<file path="src/rtl/freq_hop_pkg.sv">
package freq_hop_pkg;
  typedef enum logic [1:0] {
    HOP_OFF   = 2'd0,
    HOP_RECAL = 2'd1,
    HOP_SHIFT = 2'd2,
    HOP_RSVD  = 2'd3
  } hop_mode_e;

  localparam int unsigned NUM_SETTINGS = 3;

  function automatic logic [1:0] next_idx(input logic [1:0] idx);
    return (idx == 2'd2) ? 2'd0 : idx + 2'd1;
  endfunction
endpackage

</file>
<file path="src/rtl/noise_counter.sv">
module noise_counter #(
  parameter int unsigned DELTA_W = 16,
  parameter int unsigned CNT_W   = 8,
  parameter bit          NEG_DIR = 1'b0
) (
  input  logic               clk_i,
  input  logic               rst_ni,
  input  logic               valid_i,
  input  logic [DELTA_W-1:0] delta_i,
  input  logic               detect_i,
  input  logic [DELTA_W-2:0] thr_i,
  input  logic               clear_i,
  output logic [CNT_W-1:0]   cnt_o
);
  localparam logic [CNT_W-1:0] CNT_MAX = {CNT_W{1'b1}};

  logic signed [DELTA_W:0] delta_ext, mag, thr_ext;
  logic hit;
  logic [CNT_W-1:0] cnt_q;

  always_comb begin
    delta_ext = {delta_i[DELTA_W-1], delta_i};
    thr_ext   = {2'b00, thr_i};
    mag       = NEG_DIR ? -delta_ext : delta_ext;
    hit       = valid_i && !detect_i && (mag > thr_ext);
  end

  always_ff @(posedge clk_i or negedge rst_ni) begin
    if (!rst_ni)                       cnt_q <= '0;
    else if (clear_i)                  cnt_q <= '0;
    else if (hit && cnt_q != CNT_MAX)  cnt_q <= cnt_q + 1'b1;
  end

  assign cnt_o = cnt_q;

  a_r4_clear_after_scan: assert property (@(posedge clk_i) disable iff (!rst_ni)
    clear_i |=> cnt_q == '0);
  a_r3_no_wrap: assert property (@(posedge clk_i) disable iff (!rst_ni)
    (cnt_q == CNT_MAX && !clear_i) |=> cnt_q == CNT_MAX);
endmodule

</file>
<file path="src/rtl/hop_decider.sv">
module hop_decider
  import freq_hop_pkg::*;
#(
  parameter int unsigned CNT_W = 8
) (
  input  logic             clk_i,
  input  logic             rst_ni,
  input  logic             scan_end_i,
  input  logic [1:0]       mode_i,
  input  logic             cal_busy_i,
  input  logic [CNT_W-1:0] pos_cnt_i,
  input  logic [CNT_W-1:0] neg_cnt_i,
  input  logic [CNT_W-1:0] lim_i,
  output logic [1:0]       idx_o,
  output logic [1:0]       prev_idx_o,
  output logic             hop_o,
  output logic             cal_req_o,
  output logic             adj_req_o
);
  logic [1:0] idx_q, prev_q;
  logic hop_q, cal_q, adj_q;
  logic mode_on, hop_go;

  always_comb begin
    mode_on = (mode_i == HOP_RECAL) || (mode_i == HOP_SHIFT);
    hop_go  = scan_end_i && mode_on && !cal_busy_i &&
              (pos_cnt_i >= lim_i) && (neg_cnt_i >= lim_i);
  end

  always_ff @(posedge clk_i or negedge rst_ni) begin
    if (!rst_ni) begin
      idx_q  <= 2'd0;
      prev_q <= 2'd0;
      hop_q  <= 1'b0;
      cal_q  <= 1'b0;
      adj_q  <= 1'b0;
    end else begin
      hop_q <= hop_go;
      cal_q <= hop_go && (mode_i == HOP_RECAL);
      adj_q <= hop_go && (mode_i == HOP_SHIFT);
      if (hop_go) begin
        prev_q <= idx_q;
        idx_q  <= next_idx(idx_q);
      end
    end
  end

  assign idx_o      = idx_q;
  assign prev_idx_o = prev_q;
  assign hop_o      = hop_q;
  assign cal_req_o  = cal_q;
  assign adj_req_o  = adj_q;

  a_r5_idx_legal: assert property (@(posedge clk_i) disable iff (!rst_ni)
    idx_q != 2'd3);
  a_r5_one_step: assert property (@(posedge clk_i) disable iff (!rst_ni)
    hop_q |-> (idx_q == ((prev_q == 2'd2) ? 2'd0 : prev_q + 2'd1)));
  a_r5_hold_idx: assert property (@(posedge clk_i) disable iff (!rst_ni)
    !scan_end_i |=> $stable(idx_q));
  a_r6_busy_blocks: assert property (@(posedge clk_i) disable iff (!rst_ni)
    (scan_end_i && cal_busy_i) |=> !hop_q);
  a_r7_mode_off: assert property (@(posedge clk_i) disable iff (!rst_ni)
    (scan_end_i && (mode_i == HOP_OFF || mode_i == HOP_RSVD)) |=> !hop_q);
  a_r8_req_excl: assert property (@(posedge clk_i) disable iff (!rst_ni)
    $onehot0({cal_q, adj_q}));
  a_r8_req_with_hop: assert property (@(posedge clk_i) disable iff (!rst_ni)
    (cal_q || adj_q) |-> hop_q);
endmodule

</file>
<file path="src/rtl/offset_store.sv">
module offset_store #(
  parameter int unsigned NUM_KEYS = 48,
  parameter int unsigned REF_W    = 16,
  parameter int unsigned KEY_W    = $clog2(NUM_KEYS)
) (
  input  logic             clk_i,
  input  logic             rst_ni,
  input  logic             wr_i,
  input  logic [KEY_W-1:0] wr_key_i,
  input  logic [REF_W-1:0] ref_f0_i,
  input  logic [REF_W-1:0] ref_f1_i,
  input  logic [REF_W-1:0] ref_f2_i,
  input  logic [KEY_W-1:0] rd_key_i,
  input  logic [REF_W-1:0] rd_ref_i,
  input  logic [1:0]       from_idx_i,
  input  logic [1:0]       to_idx_i,
  output logic [REF_W-1:0] adj_ref_o
);
  localparam int unsigned SW = REF_W + 2;
  localparam logic [KEY_W:0] KEY_LIM = (KEY_W+1)'(NUM_KEYS);
  localparam logic signed [SW-1:0] REF_MAX = SW'({REF_W{1'b1}});

  logic [REF_W-1:0] off1_q [NUM_KEYS];
  logic [REF_W-1:0] off2_q [NUM_KEYS];

  function automatic logic [REF_W-1:0] clamp_diff(input logic [REF_W-1:0] a,
                                                  input logic [REF_W-1:0] b);
    return (a > b) ? a - b : '0;
  endfunction

  logic wr_ok, rd_ok;
  logic [REF_W-1:0] rd_off1, rd_off2;
  logic signed [SW-1:0] off_from, off_to, sum;

  function automatic logic signed [SW-1:0] pick(input logic [1:0] idx,
                                                input logic [REF_W-1:0] o1,
                                                input logic [REF_W-1:0] o2);
    case (idx)
      2'd1:    return {2'b00, o1};
      2'd2:    return {2'b00, o2};
      default: return '0;
    endcase
  endfunction

  always_comb begin
    wr_ok    = {1'b0, wr_key_i} < KEY_LIM;
    rd_ok    = {1'b0, rd_key_i} < KEY_LIM;
    rd_off1  = rd_ok ? off1_q[rd_key_i] : '0;
    rd_off2  = rd_ok ? off2_q[rd_key_i] : '0;
    off_from = pick(from_idx_i, rd_off1, rd_off2);
    off_to   = pick(to_idx_i, rd_off1, rd_off2);
    sum      = {2'b00, rd_ref_i} + off_from - off_to;
    if (sum < 0)             adj_ref_o = '0;
    else if (sum > REF_MAX)  adj_ref_o = {REF_W{1'b1}};
    else                     adj_ref_o = sum[REF_W-1:0];
  end

  always_ff @(posedge clk_i or negedge rst_ni) begin
    if (!rst_ni) begin
      for (int k = 0; k < NUM_KEYS; k++) begin
        off1_q[k] <= '0;
        off2_q[k] <= '0;
      end
    end else if (wr_i && wr_ok) begin
      off1_q[wr_key_i] <= clamp_diff(ref_f0_i, ref_f1_i);
      off2_q[wr_key_i] <= clamp_diff(ref_f0_i, ref_f2_i);
    end
  end

  a_r10_same_idx_passes: assert property (@(posedge clk_i) disable iff (!rst_ni)
    (from_idx_i == to_idx_i) |-> adj_ref_o == rd_ref_i);
  a_r9_off_le_f0: assert property (@(posedge clk_i) disable iff (!rst_ni)
    (wr_i && wr_ok) |=> off1_q[$past(wr_key_i)] <= $past(ref_f0_i));
endmodule

</file>
<file path="src/rtl/freq_hop_ctrl.sv">
module freq_hop_ctrl #(
  parameter int unsigned NUM_KEYS = 48,
  parameter int unsigned DELTA_W  = 16,
  parameter int unsigned REF_W    = 16,
  parameter int unsigned CNT_W    = 8,
  parameter int unsigned DLY_W    = 6,
  parameter int unsigned KEY_W    = $clog2(NUM_KEYS)
) (
  input  logic               clk_i,
  input  logic               rst_ni,
  input  logic [1:0]         hop_mode_i,
  input  logic [DELTA_W-2:0] noise_thr_i,
  input  logic [CNT_W-1:0]   noise_lim_i,
  input  logic [DLY_W-1:0]   freq0_dly_i,
  input  logic [DLY_W-1:0]   freq1_dly_i,
  input  logic [DLY_W-1:0]   freq2_dly_i,
  input  logic               sample_valid_i,
  input  logic [DELTA_W-1:0] sample_delta_i,
  input  logic               sample_detect_i,
  input  logic               scan_end_i,
  input  logic               cal_busy_i,
  input  logic               ofs_wr_i,
  input  logic [KEY_W-1:0]   ofs_key_i,
  input  logic [REF_W-1:0]   ref_f0_i,
  input  logic [REF_W-1:0]   ref_f1_i,
  input  logic [REF_W-1:0]   ref_f2_i,
  input  logic [KEY_W-1:0]   adj_key_i,
  input  logic [REF_W-1:0]   adj_ref_i,
  output logic [DLY_W-1:0]   burst_dly_o,
  output logic [1:0]         freq_idx_o,
  output logic               hop_o,
  output logic               cal_req_o,
  output logic               adj_req_o,
  output logic [REF_W-1:0]   adj_ref_o
);
  logic [CNT_W-1:0] cnt [2];
  logic [1:0] idx, prev_idx;
  logic cnt_valid;

  // samples arriving with scan_end are discarded
  assign cnt_valid = sample_valid_i && !scan_end_i;

  for (genvar d = 0; d < 2; d++) begin : g_dir
    noise_counter #(
      .DELTA_W(DELTA_W),
      .CNT_W  (CNT_W),
      .NEG_DIR(d == 1)
    ) u_cnt (
      .clk_i   (clk_i),
      .rst_ni  (rst_ni),
      .valid_i (cnt_valid),
      .delta_i (sample_delta_i),
      .detect_i(sample_detect_i),
      .thr_i   (noise_thr_i),
      .clear_i (scan_end_i),
      .cnt_o   (cnt[d])
    );
  end

  hop_decider #(.CNT_W(CNT_W)) u_dec (
    .clk_i     (clk_i),
    .rst_ni    (rst_ni),
    .scan_end_i(scan_end_i),
    .mode_i    (hop_mode_i),
    .cal_busy_i(cal_busy_i),
    .pos_cnt_i (cnt[0]),
    .neg_cnt_i (cnt[1]),
    .lim_i     (noise_lim_i),
    .idx_o     (idx),
    .prev_idx_o(prev_idx),
    .hop_o     (hop_o),
    .cal_req_o (cal_req_o),
    .adj_req_o (adj_req_o)
  );

  offset_store #(
    .NUM_KEYS(NUM_KEYS),
    .REF_W   (REF_W),
    .KEY_W   (KEY_W)
  ) u_ofs (
    .clk_i     (clk_i),
    .rst_ni    (rst_ni),
    .wr_i      (ofs_wr_i),
    .wr_key_i  (ofs_key_i),
    .ref_f0_i  (ref_f0_i),
    .ref_f1_i  (ref_f1_i),
    .ref_f2_i  (ref_f2_i),
    .rd_key_i  (adj_key_i),
    .rd_ref_i  (adj_ref_i),
    .from_idx_i(prev_idx),
    .to_idx_i  (idx),
    .adj_ref_o (adj_ref_o)
  );

  always_comb begin
    case (idx)
      2'd1:    burst_dly_o = freq1_dly_i;
      2'd2:    burst_dly_o = freq2_dly_i;
      default: burst_dly_o = freq0_dly_i;
    endcase
  end

  assign freq_idx_o = idx;

  a_r1_quiet_idx0: assert property (@(posedge clk_i) disable iff (!rst_ni)
    (idx == 2'd0) |-> burst_dly_o == freq0_dly_i);
endmodule

</file>
<file path="config.mk">
export PLATFORM = sky130hd
export DESIGN_NAME = freq_hop_ctrl
export DESIGN_NICKNAME = d
export VERILOG_FILES = /design/src/rtl/freq_hop_pkg.sv /design/src/rtl/noise_counter.sv /design/src/rtl/hop_decider.sv /design/src/rtl/offset_store.sv /design/src/rtl/freq_hop_ctrl.sv
export SDC_FILE = /design/constraint.sdc
export NUM_CORES = 2
export LEC_CHECK = 0
export BUFFER_PORTS_ARGS = -buffer_cell sky130_fd_sc_hd__buf_2
export CORE_ASPECT_RATIO = 1.1
export CORE_MARGIN = 2
export CORE_UTILIZATION = 35
export DETAILED_ROUTE_END_ITERATION = 8
export GPL_TIMING_DRIVEN = 0
export PLACE_DENSITY_LB_ADDON = 0.3
export SYNTH_ARGS = -nofsm -noshare
export SYNTH_HDL_FRONTEND = slang
export SYNTH_HIERARCHICAL = 1
export SYNTH_SLANG_ARGS = --single-unit
export TNS_END_PERCENT = 5
</file>
<file path="constraint.sdc">
create_clock -name clk_i -period 29 [get_ports clk_i]
set_clock_uncertainty 0.2 [all_clocks]
set_input_delay 7.25 -clock clk_i [delete_from_list [all_inputs] [get_ports clk_i]]
set_output_delay 7.25 -clock clk_i [all_outputs]
set_load 0.005 [all_outputs]
</file>
# After elaboration in Yosys (flattened, before gate mapping)
# Index checks and enable logic that the tools add are counted.
# classes
n_addsub	8
mul	0
div	0
magnitude_cmp	13
n_eq_ne	8
n_shift	0
mux	24
bitwise	2
n_reduce_logical	20
# ops
operator	count
768-bit bitwise mux	2
16-bit binary-select mux with 6-bit select	2
16-bit 2-to-1 mux	11
16-bit demux with 6-bit select	1
16-bit one-hot mux with 2 select lines	2
16-bit greater-than comparator	3
8-bit 2-to-1 mux	4
16-bit subtractor	2
18-bit by 17-bit greater-than comparator with 1-bit output (second input constant)	1
18-bit by 1-bit < comparator with 1-bit output (second input constant)	1
17-bit by 16-bit subtractor with 18-bit output	1
16-bit by 16-bit adder with 17-bit output	1
17-bit by 16-bit greater-than comparator with 1-bit output	1
16-bit negation with 17-bit output	1
8-bit by 1-bit adder with 8-bit output (second input constant)	2
8-bit greater-or-equal comparator	2
8-bit != test (second input constant)	2
7-bit greater-or-equal comparator (second input constant)	2
1-bit logical AND	14
6-bit NOT with 7-bit output	2
6-bit < comparator (second input constant)	2
6-bit one-hot mux with 2 select lines	1
7-bit by 1-bit < comparator with 1-bit output (second input constant)	1
2-bit by 1-bit equality test with 1-bit output (second input constant)	3
other kinds (6)	11
# totals
regBits	1559
latch_bits	0
mem_bits_rw	0
romBits	0
inputBits	142
memories	0

# Logic depth before layout (Yosys ltp)
# logic_depth
depth_word	11
mapped_depth	20

# Hierarchy
# The synthesis kept the hierarchy.
# modules_own_cells
module	instances	cells_each	area_per_inst_um2	seq_area_each_um2
offset_store	1	6523	70241.1	38436.9
noise_counter (g_dir[1].u_cnt)	1	140	1118.6	200.2
noise_counter (g_dir[0].u_cnt)	1	101	852.1	200.2
hop_decider	1	66	661.9	175.2
freq_hop_ctrl	1	24	143.9	0.0

# Worst setup path before layout
# OpenSTA, ideal clock, no wires.
# synth_path
path_type	input-to-output
start	in adj_key_i[2]
end	out adj_ref_o[10]
arrival_time_ps	12009
slack_ps	9541
stages	18
path_buffers	5
cell_sequence	clkbuf_1 > buf_2 > buf_1 > buf_1 > mux4_2 > mux4_2 > a22oi_1 > nand2_1 > fa_1 > inv_1 > ha_1 > a2111oi_0 > o21ai_0 > a41oi_1 > o21ai_0 > a41oi_1 > buf_2 > a21oi_1
# synth_via
elab_chain_cells	11
word_cells_on_any_way	18
cone_classes	add/sub: 2; order compare: 3; mux: 12; bitwise: 1
# synth_rtl
item	line	rtl
from (decl)	freq_hop_ctrl.sv:27	input logic [KEY_W-1:0] adj_key_i,
6-bit NOT with 7-bit output (implied by the code)	offset_store.sv:48, offset_store.sv:49	
16-bit binary-select mux with 6-bit select, on equally long branches	offset_store.sv:49, offset_store.sv:48	
16-bit 2-to-1 mux, on equally long branches (3 in series)	offset_store.sv:49, offset_store.sv:48	
16-bit one-hot mux with 2 select lines	offset_store.sv:38	case (idx)
16-bit by 16-bit adder with 17-bit output	offset_store.sv:52	sum = {2'b00, rd_ref_i} + off_from - off_to;
17-bit by 16-bit subtractor with 18-bit output (*)	offset_store.sv:52	
18-bit by 17-bit greater-than comparator with 1-bit output	offset_store.sv:54	else if (sum > REF_MAX) adj_ref_o = {REF_W{1'b1}};
16-bit 2-to-1 mux	offset_store.sv:54	
16-bit 2-to-1 mux (*)	offset_store.sv:53	if (sum < 0) adj_ref_o = '0;
to (decl)	freq_hop_ctrl.sv:34	output logic [REF_W-1:0] adj_ref_o
# Mark *: on every way between the ends. The rest lies on a longest branch, timed or not. The select of a mux whose other input is x is not followed.

# Final worst setup path
# layout_path
start	in adj_key_i[2]
end	out adj_ref_o[14]
# Same word-level chain as after synthesis.

==> impl_summary.txt <==
----------------------------------------------------
[Outcome]
  Result of the run ... finished, violations left
  Failing checks ... capacitance limit, slew limit

[Synth]
  Fraction of registers with async set/reset ... 100%
  Main area contributors after synthesis ... dfrtp_1 (53%), mux4_2 (13%), o21ai_0 (10%), nand2_1 (8.6%), clkbuf_1 (2.5%)
  Synthesized Nets ... roughly 7000
  Distinct cell type count of the synthesized netlist ... 78
  Total standard cell area after synthesis ... 73000 µm²
  Most common cell in the synthesized netlist ... nand2_1
  Average footprint of a synthesized cell ... 10.7 µm²
  Post-Synthesis Cells ... approximately 6900
  Proportion of synthesized chip area in sequential cells ... 53.4%
  Main synth FF type ... dfrtp_1
  Synthesis Warnings ... 6
  Share of the synthesized area in the top cell type ... about 53%
  Flop and latch count out of synthesis ... 1559
  Most area-hungry cell type in the Yosys netlist ... dfrtp_1
  Count of flip-flops with a built-in enable after synthesis ... 0
  Ranking of synthesized cells by instance count ... nand2_1 (1670), dfrtp_1 (1559), o21ai_0 (1495), clkbuf_1 (494), mux4_2 (416)

[Global route]
  Overflow left after global routing ... 0
  Pin count of the biggest net entering global routing ... 172
  First-pass GRT wire length ... 411000 µm
  Initial antenna violation count ... 26
  Number of global-route vias before repair ... 57200
  GRT Total Usage ... 26.8%

[Pwr]
  Switching Fraction ... 28.1%
  Peak VDD IR ... 0.0000503 V
  Clock network fraction of design power ... around 42%
  Leakage Power ... roughly 36 nW
  Sw power ... 0.00150 W
  Combinational share of power ... a little over an eighth
  Final total power ... between 0.005 and 0.006 W
  Cell area power density ... ~64 nW/µm²
  Sequential power share ... a little under half
  Power Internal ... approximately 0.0038 W

[Final layout]
  Number of fillers in the final layout ... 20100
  Area of all placed cells without fillers ... 83400 µm²
  Fraction of final layout cells sized beyond drive strength 1 ... 13.4%
  Register area ... 39000 µm²
  Multi-input combinational cell area ... 31000 µm²
  Nets ... between 7000 and 8000
  Relative area change from synthesis to final layout ... 14.2%

[Detailed routing]
  Initial drt markers ... 6715
  Vias ... 58300
  Detailed-route wire length ... 287000 µm
  Remaining DRCs ... 0
  Average vias per placed instance ... between 5 and 6
  Avg WL per Cell ... 28.5 µm
  Detailed-routing iteration count for the pre-antenna-repair pass ... 7
  Antenna Nets Post-Route ... 0

[Floorplan]
  Count of pins on the block boundary ... 169
  Core Box Area ... 207000 µm²
  Die width ... 439 µm
  Die ar. ... 212000 µm²
  Count of standard-cell rows ... 175
  Initial core utilization ... around a third
  Height of the die ... 483 µm

[Worst hold path]
  Worst min path class ... flop to flop
  Hold Path Depth ... 2

[Placement]
  Number of buffers inserted by port buffering ... 164
  Minimum setup slack after placement ... 6.23 ns
  Sum of net half-perimeters after detailed placement ... 215000 µm
  Placed Instance Area ... 77600 µm²
  Final weighted congestion of routability-driven global placement ... between 1 and 1.5

[STA]
  Final count of pins violating max slew ... 44
  Worst relative slew slack ... -3.72%
  RSZ-0062 raised after global routing ... no
  Final cycle utilization of the critical path ... 78.9%
  Fin. Hold Viols ... 0
  Setup TNS Final ... 0 ns
  Final Setup Violations ... 0
  Highest clock rate ... 43.7 MHz
  Slew at the pin closest to its max-slew limit ... 1.56 ns
  Fin crit period ... between 20 and 25 ns
  Final worst slack ... 6.13 ns

[Clocking]
  CTS Buf Count ... 165
  Setup bufs post-CTS ... 0
  Number of buffers inserted for hold repair after clock tree synthesis ... 0
  Clock Pin Slew Worst Setup and Hold Paths ... 0.06 ns
  Clk buf depth ... 3
  Number of H-tree levels ... 4
  Root buffer selected by CTS ... clkbuf_16
  Later-pin clock latency in the skew report ... roughly 0.84 ns
  Number of clock sinks ... around 1600
  Post-cts resize count ... 0
  Clock tree from TritonCTS ... yes

[Critical path]
  Register-to-register setup slack ... 26.47 ns
  Most repeated library cell on the critical path ... clkbuf_1
  Maximum fanout count along the critical path ... 10
  Kind of capture point of the worst setup path ... output pin
  WP data arrival ... 15.42 ns
  Worst-path cell chain ... clkbuf_1 > clkbuf_1 > clkbuf_1 > mux4_2 > mux2i_1 > o22ai_1 > nor4_1 > nand2_1 > fa_1 > ha_1 > a211oi_1 > o21ai_0 > a41oi_1 > o21ai_0 > a41oi_1 > buf_2 > a21oi_1 > buf_2
  Crit path launch type ... input pin
  Beginning of the worst register-to-register path ... g_dir[1].u_cnt/cnt_o[0]
  Endpoint of the most critical register-to-register path ... g_dir[1].u_cnt/cnt_o[5]
  Critical path required time ... between 20 and 25 ns
  Capture point of the critical path ... adj_ref_o[14]
  Slowest stage delay, CP ... 0.95 ns
  Max stage delay cell, worst path ... clkbuf_1
  Worst-case reg-to-reg path depth ... 7
  Start-to-end type of the worst setup path ... input pin to output pin
  Worst Setup SP ... adj_key_i[2]

[Job]
  Max capacitance violation total ... 6

----------------------------------------------------
cells by family after synthesis:
| kind of cell | share of synthesized area [%] |
|---|---|
| adders and majority gates | 2.31 |
| buffers and inverters | 4.17 |
| xor gates and xnor gates | 0.552 |
| and+or+nand+nor | 10.5 |
| muxes | 14.7 |
| DFF | 53.4 |
| AOI/OAI and AO/OA | 14.3 |
final cells by class:
class,count,area share (%)
diodes,18,0.0540
plain buffers,606,3.01
clock buffers,227,5.64
clock inverters,68,1.16
inverters,143,0.644
multi-input cells,4546,37.1
flip-flops and latches,1559,46.8
well taps,2743,4.11
repair buffers,181,1.46
routing by layer:
layer	routed length (µm)	vias to the layer above	global-route usage (%)
met1	114000	30100	35.6
met4	20900	6	17.5
met2	127000	2788	39.7
met5	41	-	0
li1	-	24800	-
met3	24800	547	5.36
worst min path at each step:
stage | from | endpoint | slack, ns
6_report | u_ofs/off2_q[522] | u_ofs/off2_q[522] | 0.27
5_1_grt | u_ofs/off1_q[9] | u_ofs/off1_q[9] | 0.29
4_1_cts | u_ofs/off2_q[132] | u_ofs/off2_q[132] | 0.28
3_5_place_dp | u_ofs/off1_q[399] | u_ofs/off1_q[399] | 0.26
3_3_place_gp | u_ofs/off1_q[478] | u_ofs/off1_q[478] | 0.26
2_1_floorplan | u_ofs/off2_q[157] | u_ofs/off2_q[157] | 0.24
power by group through the flow:
stage / Combinational (W) / Sequential [W] / Clock (W)
after floorplan: 0.000379 / 0.00242 / 0
after global placement: 0.000677 / 0.00245 / 0
after detailed placement: 0.000697 / 0.00245 / 0
after CTS: 0.000699 / 0.00241 / 0.00226
after global routing: 0.000765 / 0.00243 / 0.00235
final: 0.000712 / 0.00242 / 0.00222
through the flow:
stage | utilization (%) | instances | hold WS (ns)
after global routing | 40.3 | 10100 | 0.288
after floorplan | - | 6854 | 0.243
after CTS | 40.2 | 10100 | 0.277
after detailed placement | 37.5 | 9776 | 0.265
final | 40.3 | 10100 | 0.272
after global placement | 37.3 | 9761 | 0.256
sequential cells by signal, indices dropped and copies added, names as in the netlist:
name               count
u_ofs/off2_q         768
g_dir.u_cnt/cnt_o     16
u_dec/prev_idx_o       2
u_dec/idx_o            2
u_dec/hop_o            1
u_dec/cal_req_o        1
u_dec/adj_req_o        1
u_ofs/off1_q         768
critical path, delay by kind of cell:
family | cells | cell delay (ns)
adders and majority gates | 2 | 0.96
AOI/OAI and AO/OA | 7 | 2.55
buffers and inverters | 5 | 2.58
muxes | 2 | 0.88
and+or+nand+nor | 2 | 1.19
layout by cell type, fill, tap and decap left out, types with 11 or more instances in the layout:
master / Yosys / layout
nor2b_1: 22 / 22
nand2b_1: 13 / 13
xor2_1: 18 / 18
diode_2: 0 / 18
nor4_1: 19 / 18
clkbuf_1: 494 / 523
o211ai_1: 16 / 16
buf_16: 0 / 11
a21o_1: 20 / 20
a21oi_1: 61 / 61
buf_6: 17 / 21
inv_1: 143 / 143
nor2_1: 49 / 49
mux4_2: 416 / 416
ha_1: 106 / 106
clkbuf_16: 0 / 167
or4_1: 20 / 20
o22ai_1: 131 / 131
clkbuf_8: 0 / 30
nand2_1: 1670 / 1670
bufinv_16: 0 / 17
nand4_1: 13 / 13
buf_1: 27 / 26
xnor2_1: 28 / 28
mux2i_1: 130 / 130
buf_2: 55 / 219
fa_1: 18 / 18
a221oi_2: 11 / 11
o21ai_1: 38 / 38
o21ai_0: 1495 / 1495
dfrtp_1: 1559 / 1559
clkinv_2: 0 / 22
a22oi_1: 23 / 23
o31ai_1: 53 / 53
nand3_1: 28 / 28
No activity file was read; power rests on OpenSTA's default activity.
